### src/rtl/sd_blk_xfer.sv
module sd_blk_xfer #(
  parameter int DW    = 32,
  parameter int REP_W = 8,
  parameter int LEN_W = 14,
  parameter int GAP_W = 6,
  parameter int TOK_W = 3
) (
  input  logic             clk,
  input  logic             rst_n,
  input  logic             start,
  input  logic             wr_mode,
  input  logic             wide,
  input  logic [REP_W-1:0] blk_rep,
  input  logic [LEN_W-1:0] blk_bits,
  input  logic [GAP_W-1:0] wr_gap,
  input  logic [TOK_W-1:0] tok_exp,
  input  logic             rd_negedge,
  input  logic [DW-1:0]    wdata,
  input  logic             wvalid,
  output logic             wready,
  output logic [DW-1:0]    rdata,
  output logic             rvalid,
  input  logic             rready,
  input  logic [3:0]       dat_i,
  output logic [3:0]       dat_o,
  output logic [3:0]       dat_oe,
  output logic             bus_run,
  output logic             busy,
  output logic             done,
  output logic             rd_crc_ok,
  output logic             wr_crc_ok
);
  localparam int WC_W  = $clog2(DW) + 1;
  localparam int CNT_W = (GAP_W > 5) ? GAP_W : 5;
  localparam logic [15:0] POLY = 16'h1021;

  typedef enum logic [3:0] {
    S_IDLE, S_FETCH, S_GAP, S_START, S_DATA, S_PUSH, S_CRC,
    S_END, S_TWAIT, S_TOK, S_TEND, S_BUSY, S_RWAIT, S_DONE
  } st_t;

  st_t              st;
  logic             wr_q, wide_q, neg_q, first;
  logic [GAP_W-1:0] gap_q;
  logic [TOK_W-1:0] tok_q, tokv;
  logic [LEN_W-1:0] dclk_q, dcnt;
  logic [REP_W-1:0] brem;
  logic [WC_W-1:0]  wcnt;
  logic [CNT_W-1:0] cnt;
  logic [DW-1:0]    sh;
  logic [15:0]      crc [4];
  logic [3:0]       dat_n;

  function automatic logic [15:0] crc_step(input logic [15:0] c, input logic b);
    return {c[14:0], 1'b0} ^ ((c[15] ^ b) ? POLY : 16'h0000);
  endfunction

  always_ff @(negedge clk) dat_n <= dat_i;

  logic [3:0]       lanes, dat_s, lbit;
  logic [WC_W-1:0]  wclk;
  logic [LEN_W-1:0] dbits, dclk_in;
  logic             res_bad;

  assign lanes   = wide_q ? 4'hF : 4'h1;
  assign dat_s   = neg_q ? dat_n : dat_i;
  assign lbit    = wr_q ? dat_o : dat_s;
  assign wclk    = wide_q ? WC_W'(DW / 4) : WC_W'(DW);
  assign dbits   = blk_bits - (wide ? LEN_W'(60) : LEN_W'(15));
  assign dclk_in = wide ? (dbits >> 2) : dbits;

  assign busy    = (st != S_IDLE);
  assign done    = (st == S_DONE);
  assign wready  = (st == S_FETCH);
  assign rvalid  = (st == S_PUSH);
  assign rdata   = sh;
  assign bus_run = (st != S_IDLE) && (st != S_FETCH) && (st != S_PUSH) && (st != S_DONE);
  assign dat_oe  = (wr_q && (st == S_GAP || st == S_START || st == S_DATA ||
                             st == S_CRC || st == S_END)) ? lanes : 4'h0;
  assign rd_crc_ok = rd_q;
  assign wr_crc_ok = wo_q;

  logic rd_q, wo_q;

  always_comb begin
    res_bad = 1'b0;
    for (int l = 0; l < 4; l++)
      if (lanes[l] && crc[l] != 16'h0) res_bad = 1'b1;
  end

  always_comb begin
    dat_o = 4'hF;
    case (st)
      S_START: dat_o = ~lanes;
      S_DATA:  dat_o = wide_q ? sh[DW-1 -: 4] : {3'b111, sh[DW-1]};
      S_CRC:   for (int l = 0; l < 4; l++) dat_o[l] = crc[l][15] | ~lanes[l];
      default: dat_o = 4'hF;
    endcase
  end

  always_ff @(posedge clk or negedge rst_n) begin
    if (!rst_n) begin
      st <= S_IDLE; wr_q <= 1'b0; wide_q <= 1'b0; neg_q <= 1'b0; first <= 1'b0;
      gap_q <= '0; tok_q <= '0; tokv <= '0; dclk_q <= '0; dcnt <= '0;
      brem <= '0; wcnt <= '0; cnt <= '0; sh <= '0; rd_q <= 1'b0; wo_q <= 1'b0;
      for (int l = 0; l < 4; l++) crc[l] <= 16'h0;
    end else begin
      case (st)
        S_IDLE: if (start) begin
          wr_q <= wr_mode; wide_q <= wide; neg_q <= rd_negedge;
          gap_q <= wr_gap; tok_q <= tok_exp; dclk_q <= dclk_in;
          brem <= blk_rep; first <= 1'b1;
          rd_q <= ~wr_mode; wo_q <= wr_mode;
          st <= wr_mode ? S_FETCH : S_RWAIT;
        end
        S_FETCH: if (wvalid) begin
          sh <= wdata; wcnt <= wclk;
          if (first) begin
            first <= 1'b0;
            if (gap_q != '0) begin st <= S_GAP; cnt <= CNT_W'(gap_q); end
            else st <= S_START;
          end else st <= S_DATA;
        end
        S_GAP: begin
          cnt <= cnt - 1'b1;
          if (cnt == CNT_W'(1)) st <= S_START;
        end
        S_START: begin
          dcnt <= dclk_q; st <= S_DATA;
          for (int l = 0; l < 4; l++) crc[l] <= 16'h0;
        end
        S_RWAIT: if (!dat_s[0]) begin
          dcnt <= dclk_q; wcnt <= wclk; st <= S_DATA;
          for (int l = 0; l < 4; l++) crc[l] <= 16'h0;
        end
        S_DATA: begin
          for (int l = 0; l < 4; l++) crc[l] <= crc_step(crc[l], lbit[l]);
          if (wr_q) sh <= wide_q ? {sh[DW-5:0], 4'hF} : {sh[DW-2:0], 1'b1};
          else      sh <= wide_q ? {sh[DW-5:0], dat_s} : {sh[DW-2:0], dat_s[0]};
          dcnt <= dcnt - 1'b1;
          wcnt <= wcnt - 1'b1;
          if (wcnt == WC_W'(1)) begin
            if (!wr_q) st <= S_PUSH;
            else if (dcnt == LEN_W'(1)) begin st <= S_CRC; cnt <= CNT_W'(16); end
            else st <= S_FETCH;
          end
        end
        S_PUSH: if (rready) begin
          wcnt <= wclk;
          if (dcnt == '0) begin st <= S_CRC; cnt <= CNT_W'(16); end
          else st <= S_DATA;
        end
        S_CRC: begin
          for (int l = 0; l < 4; l++)
            crc[l] <= wr_q ? {crc[l][14:0], 1'b0} : crc_step(crc[l], dat_s[l]);
          cnt <= cnt - 1'b1;
          if (cnt == CNT_W'(1)) st <= S_END;
        end
        S_END: if (wr_q) st <= S_TWAIT;
        else begin
          if (res_bad) rd_q <= 1'b0;
          if (brem == '0) st <= S_DONE;
          else begin brem <= brem - 1'b1; st <= S_RWAIT; end
        end
        S_TWAIT: if (!dat_s[0]) begin st <= S_TOK; cnt <= CNT_W'(TOK_W); end
        S_TOK: begin
          tokv <= {tokv[TOK_W-2:0], dat_s[0]};
          cnt <= cnt - 1'b1;
          if (cnt == CNT_W'(1)) st <= S_TEND;
        end
        S_TEND: begin
          if (tokv != tok_q) wo_q <= 1'b0;
          st <= S_BUSY;
        end
        S_BUSY: if (dat_s[0]) begin
          if (brem == '0) st <= S_DONE;
          else begin brem <= brem - 1'b1; first <= 1'b1; st <= S_FETCH; end
        end
        S_DONE: st <= S_IDLE;
        default: st <= S_IDLE;
      endcase
    end
  end

  p_hs_stopped_r10: assert property (@(posedge clk) disable iff (!rst_n)
    (wready || rvalid) |-> !bus_run);
  p_rdata_hold_r10: assert property (@(posedge clk) disable iff (!rst_n)
    (rvalid && !rready) |=> (rvalid && $stable(rdata)));
  p_done_pulse_r2: assert property (@(posedge clk) disable iff (!rst_n)
    done |=> (!done && !busy));
  p_lane_set_r3: assert property (@(posedge clk) disable iff (!rst_n)
    (|dat_oe) |-> (dat_oe == 4'hF || dat_oe == 4'h1));
  p_drive_busy_r4: assert property (@(posedge clk) disable iff (!rst_n)
    (|dat_oe) |-> (busy && bus_run));
  p_one_flag_r11: assert property (@(posedge clk) disable iff (!rst_n)
    done |-> !(rd_crc_ok && wr_crc_ok));
endmodule

### config.mk
export PLATFORM = sky130hd
export DESIGN_NAME = sd_blk_xfer
export DESIGN_NICKNAME = d
export VERILOG_FILES = /design/src/rtl/sd_blk_xfer.sv
export SDC_FILE = /design/constraint.sdc
export NUM_CORES = 1
export LEC_CHECK = 0
export ABC_AREA = 0
export BUFFER_PORTS_ARGS = -buffer_cell sky130_fd_sc_hd__buf_2
export CAP_MARGIN = 40
export CORE_MARGIN = 2
export CORE_UTILIZATION = 40
export CTS_CLUSTER_DIAMETER = 150
export DETAILED_ROUTE_END_ITERATION = 10
export GPL_TIMING_DRIVEN = 0
export PLACE_DENSITY = 0.59
export SKIP_CTS_REPAIR_TIMING = 1
export SLEW_MARGIN = 10
export SYNTH_ARGS = -nofsm -noshare
export SYNTH_HDL_FRONTEND = slang
export SYNTH_SLANG_ARGS = --single-unit
### constraint.sdc
create_clock -name clk -period 4.73 [get_ports clk]
set_input_delay 0 -clock clk [delete_from_list [all_inputs] [get_ports clk]]
set_output_delay 0 -clock clk [all_outputs]
set_load 0.005 [all_outputs]
==> summary.md <==
| Metric | Value |
|---|---|
| Worst Hold Class | `in -> reg` |
| Failing checks | `negative hold slack` |
| First-pass GRT wire length | `46300 um` |
| Hold path depth | `4` |
| Critical Path Max Stage Delay | `0.38 ns` |
| Share of post-route cells with drive strength above 1 | `15.9%` |
| Cells after synthesis | `1160` |
| DR WL/cell | `17.2 um` |
| Clock sink total | `170` |
| Yosys top cell area share | `42.4%` |
| Drt via density | `5.49` |
| FF-to-FF setup slack | `0.26 ns` |
| Number of synthesized flops with an enable pin | `0` |
| Power per cell area | `638 nW/um2` |
| Hold_ws | `-0.0237 ns` |
| Critical path's slowest cell | `mux2i_2` |
| Initial antenna violation count | `0` |
| Worst-margin pin slew | `0.719 ns` |
| Die width | `161 um` |
| Crit path max fanout | `10` |
| Area delta synth->final | `22.6%` |
| Total GRT Usage | `22.4%` |
| Final worst clock skew | `0.0315 ns` |
| Leading area contributor after synthesis | `dfrtp_1` |
| Final Net Count | `1452` |
| Vias | `9329` |
| Hpwl dp | `21100 um` |
| Status | `complete, but fails checks` |
| Wirelength, routed | `29200 um` |
| Hold path startpoint | `blk_bits[6]` |
| Most used DFF post-synth | `dfrtp_1` |
| Worst slew margin | `52.1%` |
| Starting Density | `40.6%` |
| Mean post-synth cell area | `8.45 um2` |
| Core ar. | `24200 um2` |
| GPL Wtd Cong | `0.943` |
| Worst Path Required | `5.11 ns` |
| YS warnings | `0` |
| DIE HEIGHT | `161 um` |
| Pins Over Slew Limit | `0` |
| Register bit total from synthesis | `170` |
| Vias in the first global route | `8579` |
| CTS tree | `built` |
| RSZ-0062 raised after global routing | `false` |
| Worst flop-to-flop path endpoint | `crc[62]` |
| RR Startpoint | `dat_n[0]` |
| Pin count of the biggest net entering global routing | `103` |
| Final Hold Vio Count | `4` |
| Setup CP Type | `reg -> reg` |
| DRC Markers | `0` |
| Worst path cell trace | `mux2i_2 -> nand2_1 -> o21a_1 -> o21ai_2 -> buf_2 -> buf_4 -> nand3_1 -> nand2_1` |
| Clock tree root driver cell | `clkbuf_16` |
| Most numerous cell in the Yosys netlist | `nand2_1` |
| Synthesized Nets | `1251` |
| Num CTS Buffers | `17` |
| Sequential area share after synthesis | `43.2%` |
| Distinct cell type count after synthesis | `90` |
| CP Buf/Inv Count | `2` |
| Clock slew at reported path FFs | `0.07 ns` |
| Clock latency at the later pin of the worst-skew pair | `0.46 ns` |
| CP most frequent cell | `nand2_1` |
| Ports | `122` |
| Finish-stage setup viols | `0` |
| Synth top area cells | `dfrtp_1 42%, nand2_1 9.9%, nand3_1 3.7%` |
| Worst EP arrival | `4.85 ns` |
| Worst Hold End | `dclk_q[4]` |
| Max-cap violations | `0` |
| Iteration-0 DRC Markers | `859` |
| Design Power | `7670 uW` |
| Inserted Diodes | `0` |
| H-tree levels | `4` |
| Area of the mapped netlist | `9810 um2` |
| Die ar. | `25800 um2` |
| Total gr overflow | `0` |
| Clock tree buffer depth | `2` |
| CP Launch Type | `register` |
| Leakage | `0.00540 uW` |
| Buffers on Ports | `121` |
| Site Rows | `57` |
| Cell family with most CP delay | `buffers and inverters` |
| Crit end category | `register` |
| ANT nets after route | `0` |
| Synth top cells by count | `258 x nand2_1, 166 x dfrtp_1, 73 x nand3_1, 73 x nor2_1, 65 x o21ai_0` |
| First-pass DRT Iterations | `6` |
| Worst IR Drop VDD | `287 uV` |
| Final setup TNS | `0 ns` |
| Post-synth ARST share | `97.6%` |
| Reg2Reg Depth | `8` |
==> stage by stage <==
stage | worst slack [ns] | utilization, % | area (um2) | hold WS [ns] | instances
2_1_floorplan | 0.689 | - | 9810 | -0.296 | 1160
3_3_place_gp | 0.180 | 44.7 | 10800 | 0.195 | 1605
3_5_place_dp | 0.115 | 44.9 | 10900 | -0.0136 | 1606
4_1_cts | 0.0752 | 47.4 | 11400 | -0.490 | 1641
5_1_grt | 0.120 | 49.7 | 12000 | 0.00377 | 1698
6_report | 0.258 | 49.7 | 12000 | -0.0237 | 1698
==> registers in the layout, indices dropped and copies added, names as in the netlist, 6 cells and up <==
name and count:
cnt 6, brem 8, wcnt 6, dcnt 14
gap_q 6, crc 64, rdata 32, dclk_q 14
==> worst max path at each step <==
stage,startpoint,end,depth (start not counted)
finish,dat_n[0],crc[62],8
global route,dat_n[0],crc[59],8
CTS,dat_n[0],crc[59],8
detailed placement,dat_n[0],crc[46],8
global placement,dat_n[0],crc[59],8
floorplan,dat_n[0],crc[60],6
==> placed cells by master, fill, tap and decap left out, types with 31 or more instances in the layout <==
cell type / count
a211oi_1: 31
a21oi_1: 51
a31oi_1: 44
buf_2: 128
clkbuf_1: 50
dfrtp_1: 166
dlygate4sd3_1: 57
nand2_1: 258
nand3_1: 73
nor2_1: 73
nor2b_1: 33
o21ai_0: 65
==> cell type report <==
cell class                 instances  area (um2)
inverter                          20        75.1
timing repair buffer             179        1210
fill                            2319       12200
buffer                            78         427
clock inverter                    19         171
sequential                       170        4230
clock buffer                      17         425
multi-input combinational        891        5070
tap                              324         405
==> worst register-to-register path, delay by kind of cell (launching register included) <==
kind | cells | cell delay, ns
compound gates | 2 | 0.48
flops | 1 | 0.31
simple gates | 3 | 0.32
buf+inv | 2 | 0.51
mux | 1 | 0.38
==> where the power goes <==
part	total, uW	internal, uW	switching, uW
registers	2570	2010	552
logic	3670	1480	2190
clock network	1430	751	677
total	7670	4250	3420
==> cell families (layout without fill, tap and decap cells) <==
group           after synthesis  count (layout)  share of synthesized area, %
xor+xnor                     30              30                          2.68
flops                       170             170                          43.2
mux                          17              17                          1.84
fa+ha+maj                    16              16                          2.12
compound gates              279             279                          18.8
simple gates                549             549                          26.2
buf+inv                      99             313                          5.15
==> routing by layer <==
layer / vias to the layer above / part of all wire (%) / GRT usage (%)
met4: 0 / 1.1 / 5.20
met2: 306 / 44 / 33.3
met3: 30 / 6.2 / 4.52
met5: - / 0 / 0
li1: 4509 / - / -
met1: 4484 / 49 / 33.6
No activity file was read; power rests on OpenSTA's default activity.
